[src/rtl/rank_eq_pkg.sv]
package rank_eq_pkg;
    localparam int ROW_W = 7;
    localparam int COL_W = 7;
    localparam int LVL_W = 8;
    localparam int PRE_W = 5;
endpackage

[src/rtl/rank_eq_counter.sv]
module rank_eq_counter #(
    parameter int LVL_W = 8,
    parameter int PRE_W = 5
) (
    input  logic             clk,
    input  logic             rst_n,
    input  logic             rearm,
    input  logic             accept,
    output logic [LVL_W-1:0] level,
    output logic             done
);
    localparam logic [LVL_W-1:0] LVL_TOP = {LVL_W{1'b1}};
    localparam logic [PRE_W-1:0] PRE_TOP = {PRE_W{1'b1}};

    typedef struct packed {
        logic [PRE_W-1:0] pre;
        logic             tog;
        logic [LVL_W-1:0] lvl;
        logic             done;
    } cnt_t;

    cnt_t st_d, st_q;

    always_comb begin
        st_d = st_q;
        if (rearm) begin
            st_d.pre  = '0;
            st_d.tog  = 1'b0;
            st_d.lvl  = LVL_TOP;
            st_d.done = 1'b0;
        end else if (accept) begin
            st_d.pre = st_q.pre + 1'b1;
            if (st_q.pre == PRE_TOP) begin
                st_d.tog = ~st_q.tog;
                if (st_q.tog) begin
                    if (st_q.lvl == '0) begin
                        st_d.done = 1'b1;
                    end else begin
                        st_d.lvl = st_q.lvl - 1'b1;
                    end
                end
            end
        end
    end

    always_ff @(posedge clk or negedge rst_n) begin
        if (!rst_n) begin
            st_q <= '{pre: '0, tog: 1'b0, lvl: LVL_TOP, done: 1'b0};
        end else begin
            st_q <= st_d;
        end
    end

    assign level = st_q.lvl;
    assign done  = st_q.done;

    assert_rearm_R1: assert property (@(posedge clk) disable iff (!rst_n)
        rearm |=> (st_q.lvl == LVL_TOP) && (st_q.pre == '0) && !st_q.done);

    assert_monotone_R2: assert property (@(posedge clk) disable iff (!rst_n)
        !rearm |=> st_q.lvl <= $past(st_q.lvl));

    assert_no_wrap_R3: assert property (@(posedge clk) disable iff (!rst_n)
        (st_q.lvl == '0) && !rearm |=> st_q.lvl == '0);

    assert_done_sticky_R4: assert property (@(posedge clk) disable iff (!rst_n)
        st_q.done && !rearm |=> st_q.done);

    assert_idle_hold_R5: assert property (@(posedge clk) disable iff (!rst_n)
        !accept && !rearm |=> $stable(st_q.lvl) && $stable(st_q.pre) && $stable(st_q.tog));
endmodule

[src/rtl/rank_eq_outstage.sv]
module rank_eq_outstage #(
    parameter int LVL_W = 8,
    parameter int ROW_W = 7,
    parameter int COL_W = 7
) (
    input  logic                         clk,
    input  logic                         rst_n,
    input  logic                         accept,
    input  logic                         mode_eq,
    input  logic [LVL_W-1:0]             level,
    input  logic [ROW_W-1:0]             row,
    input  logic [COL_W-1:0]             col,
    output logic                         out_valid,
    output logic [LVL_W+ROW_W+COL_W-1:0] out_word
);
    localparam int WORD_W = LVL_W + ROW_W + COL_W;

    typedef struct packed {
        logic              vld;
        logic [WORD_W-1:0] word;
    } out_t;

    out_t st_d, st_q;

    always_comb begin
        st_d     = st_q;
        st_d.vld = accept;
        if (accept) begin
            st_d.word = {(mode_eq ? level : {LVL_W{1'b0}}), row, col};
        end
    end

    always_ff @(posedge clk or negedge rst_n) begin
        if (!rst_n) begin
            st_q <= '0;
        end else begin
            st_q <= st_d;
        end
    end

    assign out_valid = st_q.vld;
    assign out_word  = st_q.word;

    assert_latency_R6: assert property (@(posedge clk) disable iff (!rst_n)
        accept |=> out_valid && (out_word[ROW_W+COL_W-1:0] == $past({row, col})));

    assert_quiet_R6: assert property (@(posedge clk) disable iff (!rst_n)
        !accept |=> !out_valid);

    assert_raw_code_R7: assert property (@(posedge clk) disable iff (!rst_n)
        accept && !mode_eq |=> out_word[WORD_W-1:ROW_W+COL_W] == '0);
endmodule

[src/rtl/rank_eq_quantizer.sv]
module rank_eq_quantizer
    import rank_eq_pkg::*;
#(
    parameter int P_ROW_W = ROW_W,
    parameter int P_COL_W = COL_W,
    parameter int P_LVL_W = LVL_W,
    parameter int P_PRE_W = PRE_W
) (
    input  logic                                 clk,
    input  logic                                 rst_n,
    input  logic                                 frame_start,
    input  logic                                 mode_eq,
    input  logic                                 in_valid,
    output logic                                 in_ready,
    input  logic [P_ROW_W-1:0]                   in_row,
    input  logic [P_COL_W-1:0]                   in_col,
    output logic                                 out_valid,
    output logic [P_LVL_W+P_ROW_W+P_COL_W-1:0]   out_word,
    output logic                                 frame_done
);
    logic               accept;
    logic [P_LVL_W-1:0] level;

    assign in_ready = ~frame_start;
    assign accept   = in_valid & in_ready;

    rank_eq_counter #(
        .LVL_W(P_LVL_W),
        .PRE_W(P_PRE_W)
    ) u_counter (
        .clk   (clk),
        .rst_n (rst_n),
        .rearm (frame_start),
        .accept(accept),
        .level (level),
        .done  (frame_done)
    );

    rank_eq_outstage #(
        .LVL_W(P_LVL_W),
        .ROW_W(P_ROW_W),
        .COL_W(P_COL_W)
    ) u_out (
        .clk      (clk),
        .rst_n    (rst_n),
        .accept   (accept),
        .mode_eq  (mode_eq),
        .level    (level),
        .row      (in_row),
        .col      (in_col),
        .out_valid(out_valid),
        .out_word (out_word)
    );

    assert_drop_on_start_R5: assert property (@(posedge clk) disable iff (!rst_n)
        frame_start |=> !out_valid && !frame_done);
endmodule

[config.mk]
export PLATFORM = sky130hd
export DESIGN_NAME = rank_eq_quantizer
export DESIGN_NICKNAME = d
export VERILOG_FILES = /design/src/rtl/rank_eq_pkg.sv /design/src/rtl/rank_eq_counter.sv /design/src/rtl/rank_eq_outstage.sv /design/src/rtl/rank_eq_quantizer.sv
export SDC_FILE = /design/constraint.sdc
export NUM_CORES = 1
export LEC_CHECK = 0
export ABC_AREA = 0
export CORE_UTILIZATION = 40
export DETAILED_ROUTE_END_ITERATION = 8
export DONT_BUFFER_PORTS = 1
export PLACE_DENSITY_LB_ADDON = 0.12
export RECOVER_POWER = 25
export SETUP_SLACK_MARGIN = 0.1
export SKIP_LAST_GASP = 1
export SLEW_MARGIN = 40
export SYNTH_ARGS = -nofsm -noshare
export SYNTH_HDL_FRONTEND = slang
export SYNTH_SLANG_ARGS = --single-unit
[constraint.sdc]
create_clock -name clk -period 2.6 [get_ports clk]
set_input_delay 0.13 -clock clk [delete_from_list [all_inputs] [get_ports clk]]
set_output_delay 0.13 -clock clk [all_outputs]
set_load 0.005 [all_outputs]
# Word-level counts from Yosys, hierarchy flattened
# Index checks and enable logic that the tools add are counted.
# word_totals
ff_bits	38
# classes
bitwise	3
n_addsub	2
muxes	7
n_eq_ne	2
reduce_logical	8
# ops
operator	count
15-bit 2-to-1 mux	2
8-bit 2-to-1 mux	2
10-bit 2-to-1 mux	1
9-bit 2-to-1 mux	1
8-bit logical NOT	1
4-bit AND reduction	2
2-bit nonzero test	4
8-bit by 1-bit subtractor with 8-bit output, second input constant	1
5-bit by 1-bit adder with 5-bit output, second input constant	1
5-bit equality test, second input constant	1
2-bit inequality test, second input constant	1
1-bit NOT	2
2-bit AND reduction	1
1-bit bitwise AND	1
1-bit 2-to-1 mux	1

# Longest topological paths before layout
# logic_depth
ltp_word	6
mapped_depth	7
depth_no_buf	7

# By module
# A second synthesis with hierarchy kept.
# hier_totals
hier_cells	160
hier_area_um2	1868.0
# modules_own_cells
module	cells_per_inst	n_inst	area_per_inst_um2
rank_eq_counter	93	1	930.9
rank_eq_outstage	65	1	927.1
rank_eq_quantizer	2	1	10.0

# Worst setup path before layout
# Ideal clock, no wire load.
# synth_timing
kind	register to register
start	register u_counter.st_q[10] in the netlist's numbering
end	register u_counter.st_q, in the netlist u_counter.level[6]
path_stages_with_launch	8
required_time_ns	2.518
n_path_buf	0
setup_ns	0.082
setup_slack_ns	0.924
t_arrival_ns	1.594
path_cell_list	dfrtp_1 > ha_1 > and3_1 > ha_1 > and3_1 > nand4_1 > nor3_1 > a211o_1
# synth_via
elab_chain_cells	3
# synth_rtl
item	line	rtl
start, declared	rank_eq_counter.sv:22	cnt_t st_d, st_q;
start signal, assigned	rank_eq_counter.sv:48	st_q <= '{pre: '0, tog: 1'b0, lvl: LVL_TOP, done: 1'b0};
start signal, assigned	rank_eq_counter.sv:50	st_q <= st_d;
5-bit equality test	rank_eq_counter.sv:33	if (st_q.pre == PRE_TOP) begin
2-bit nonzero test (no source line)	--	
4-bit AND reduction (no source line)	--	
# No other way between the ends.
# A chain may end at the register's enable or synchronous reset.

# Worst setup path after layout
# layout_timing
start	register u_counter.st_q[10] in the netlist's numbering
end	register u_counter.st_q, in the netlist u_counter.level[7]
# Same word-level chain as after synthesis.

==> results.json <==
{
  "syn_nets": 165,
  "outcome": "finished, final reports clean",
  "cts_tree": "done",
  "htreeDepth": 2,
  "hold_path_startpoint": "in_valid",
  "cts_resized": 0,
  "whs_endpoint": "u_counter.st_q[10]",
  "path_clk_slew_ns": 0.07,
  "worstRegToRegCells": 7,
  "io_buffer_count": 0,
  "final_common_cell": "dfrtp_1",
  "skew_ns": 0.00789,
  "pwr_density_cell_nw_per_um2": 602,
  "vias": 1116,
  "power.sequential.fraction_pct": 57.9,
  "final_layout_size_suffix_gt1_share_pct": 22.1,
  "required_ns": 2.82,
  "die_h_um": 66.1,
  "p_sw_mw": 0.292,
  "grt_pass1_wl_mm": 5.31,
  "seq_area_frac_synth_pct": 58.4,
  "report.final.slew_viol_count": 0,
  "p_comb_share_pct": 9.0,
  "worst_pin_slew_ns": 0.461,
  "numCtsBuffers": 5,
  "ys_ff_latch": 38,
  "clockRootBuffer": "clkbuf_8",
  "rrSetupSlack_ns": 0.78,
  "antenna_found_initial": 0,
  "switching_share_pct": 24.7,
  "ys_warn_count": 0,
  "netlist_top_cells_area": "dfrtp_1 46%, dfstp_2 13%, mux2_2 9.6%",
  "crit_type": "flip-flop to flip-flop",
  "slew_headroom_pct": 69.1,
  "dp_slack_ns": 0.804,
  "synth_top_cell_by_area": "dfrtp_1",
  "nNetsFinal": 185,
  "vdd_drop_max_v": 0.000339,
  "start_util_pct": 43.3,
  "clock_path_buffers": 2,
  "route.detailed.drc": 0,
  "hold_violations": 0,
  "period_needed_ns": 1.82,
  "die_w_um": 66.1,
  "grt-ovfl-total": 0,
  "postSynthCellCount": 142,
  "rr_startpoint": "u_counter.st_q[10]",
  "syn_to_final_growth_pct": 19.3,
  "dp_cells": 185,
  "routedLengthMet1_mm": 1.39,
  "worstHoldPathType": "input port to flip-flop",
  "rsz0062_at_grt": "false",
  "power.share.clock_pct": 33.2,
  "io-pin-count": 44,
  "syn-mean-instance-area_um2": 11.6,
  "grt_pass1_vias": 1160,
  "worst_setup_path_end_kind": "flip-flop",
  "track_usage_pct": 16.5,
  "core_um2": 3800,
  "critPathMaxStageDelay_ns": 0.41,
  "met2_length_mm": 1.50,
  "yosysUniqueCellTypes": 28,
  "cp_max_fo": 5,
  "syn_area_um2": 1640,
  "final_cell_mix": "30 x dfrtp_1, 21 x nand2_1, 17 x dlygate4sd3_1",
  "clk_latency_ns": 0.29,
  "cellInternalPower_mw": 0.889,
  "leakagePower_nw": 0.872,
  "finalSetupViolCount": 0,
  "rr_endpoint": "u_counter.level[7]",
  "die_area_um2": 4370,
  "postCtsSetupBuffers": 0,
  "numClockSinks": 38,
  "drtIter0Drc": 55,
  "dr_wl_met3_um": 201,
  "grt_max_degree": 39,
  "antennaDiodeCount": 0,
  "startpoint_type": "flip-flop",
  "hpwlAfterDp_mm": 2.10,
  "drtPass1Iterations": 4,
  "crit_slowest_cell": "dfrtp_1",
  "hold_buffers": 18,
  "wl_mm": 3.17,
  "gp_congestion": 0.812,
  "finalNonFillerCells": 211,
  "maxCapViolations": 0,
  "arrival_ns": 2.03,
  "crit_chain": "ha_1 > and3_1 > ha_1 > and3_1 > nand4_1 > nor3_1 > a211o_1",
  "fin_ws_ns": 0.783,
  "whs_path_depth": 2,
  "period_share_pct": 69.9,
  "fp-row-count": 22,
  "fin_setup_tns_ns": 0,
  "drt-vias-per-instance": 5.29,
  "max_freq_mhz": 550,
  "synth_top_area_share_pct": 45.7,
  "ant_nets": 0,
  "wl_per_cell_um": 15.0,
  "highest_layer": "met4"
}
[kinds of logic (layout without fill, tap and decap cells)]
kind of cell | after synthesis | after routing | synth area share (%)
buf+inv | 10 | 31 | 2.51
mux | 16 | 16 | 10.8
compound gates | 18 | 18 | 7.53
fa+ha+maj | 4 | 4 | 3.04
flops | 38 | 38 | 58.4
simple gates | 49 | 49 | 13.9
xor+xnor | 7 | 7 | 3.73
[cell usage after synthesis (all sizes together)]
cell type,count
a21oi,1
or4b,1
xnor2,2
nor3,5
dfrtp,30
o21ai,9
inv,4
a41oi,1
o2111ai,1
nand3,1
a31oi,3
buf,5
nor2b,2
a211oi,1
mux2,14
clkbuf,1
mux2i,2
nand2,22
dfstp,8
ha,4
and3,3
xor2,5
nand4,4
a211o,2
nor2,11
[per-stage QoR]
step / hold WS (ns) / power, mW / utilization (%) / cell area, um^2
finish: 0.00387 / 1.18 / 51.6 / 1960
global route: 0.0158 / 1.24 / 51.6 / 1960
CTS: 0.00455 / 1.20 / 51.5 / 1960
detailed placement: -0.165 / 0.764 / 44.4 / 1690
global placement: -0.165 / 0.757 / 44.4 / 1690
floorplan: -0.166 / 0.748 / - / 1640
[worst max path at each step]
stage / from / to / cells past startpoint
final: u_counter.st_q[10] / u_counter.level[7] / 7
after global routing: u_counter.level[0] / u_counter.level[2] / 6
after CTS: u_counter.st_q[10] / u_counter.level[7] / 7
after detailed placement: u_counter.st_q[10] / u_counter.level[6] / 7
after global placement: u_counter.st_q[10] / u_counter.level[6] / 7
after floorplan: u_counter.st_q[10] / u_counter.level[6] / 7
[power by group through the flow]
stage / clock network, mW / registers, mW / logic [mW]
floorplan: 0 / 0.683 / 0.0643
global placement: 0 / 0.692 / 0.0651
detailed placement: 0 / 0.695 / 0.0688
CTS: 0.404 / 0.684 / 0.108
global route: 0.430 / 0.690 / 0.120
finish: 0.392 / 0.683 / 0.106
[sequential cells by signal, summed over array words and instances, names as in the netlist]
| register | flops |
|---|---|
| u_out.out_word | 22 |
| u_counter.level | 8 |
| u_out.out_valid | 1 |
| u_counter.done | 1 |
| u_counter.st_q | 6 |
[per-layer routing]
layer,global-route usage (%),vias up
met5,0,-
met4,9.31,0
met3,4.31,10
met2,26.3,37
met1,20.2,542
li1,-,527
[worst max-delay path: cells and delay by family (launching register included)]
kind,cells,cell delay (ns)
AND/OR/NAND/NOR,4,0.63
adder cells (fa/ha/maj),2,0.42
flip-flops,1,0.41
AO/OA/AOI/OAI,1,0.29
[area by class of cell]
cell class | instances | area, um^2
Timing Repair Buffer | 19 | 198
Clock inverter | 2 | 10.0
Tap cell | 48 | 60.1
Multi-Input combinational cell | 94 | 644
Clock buffer | 6 | 72.6
Fill cell | 329 | 1840
Sequential cell | 38 | 961
Inverter | 4 | 15.0
No activity file was read; power rests on OpenSTA's default activity.
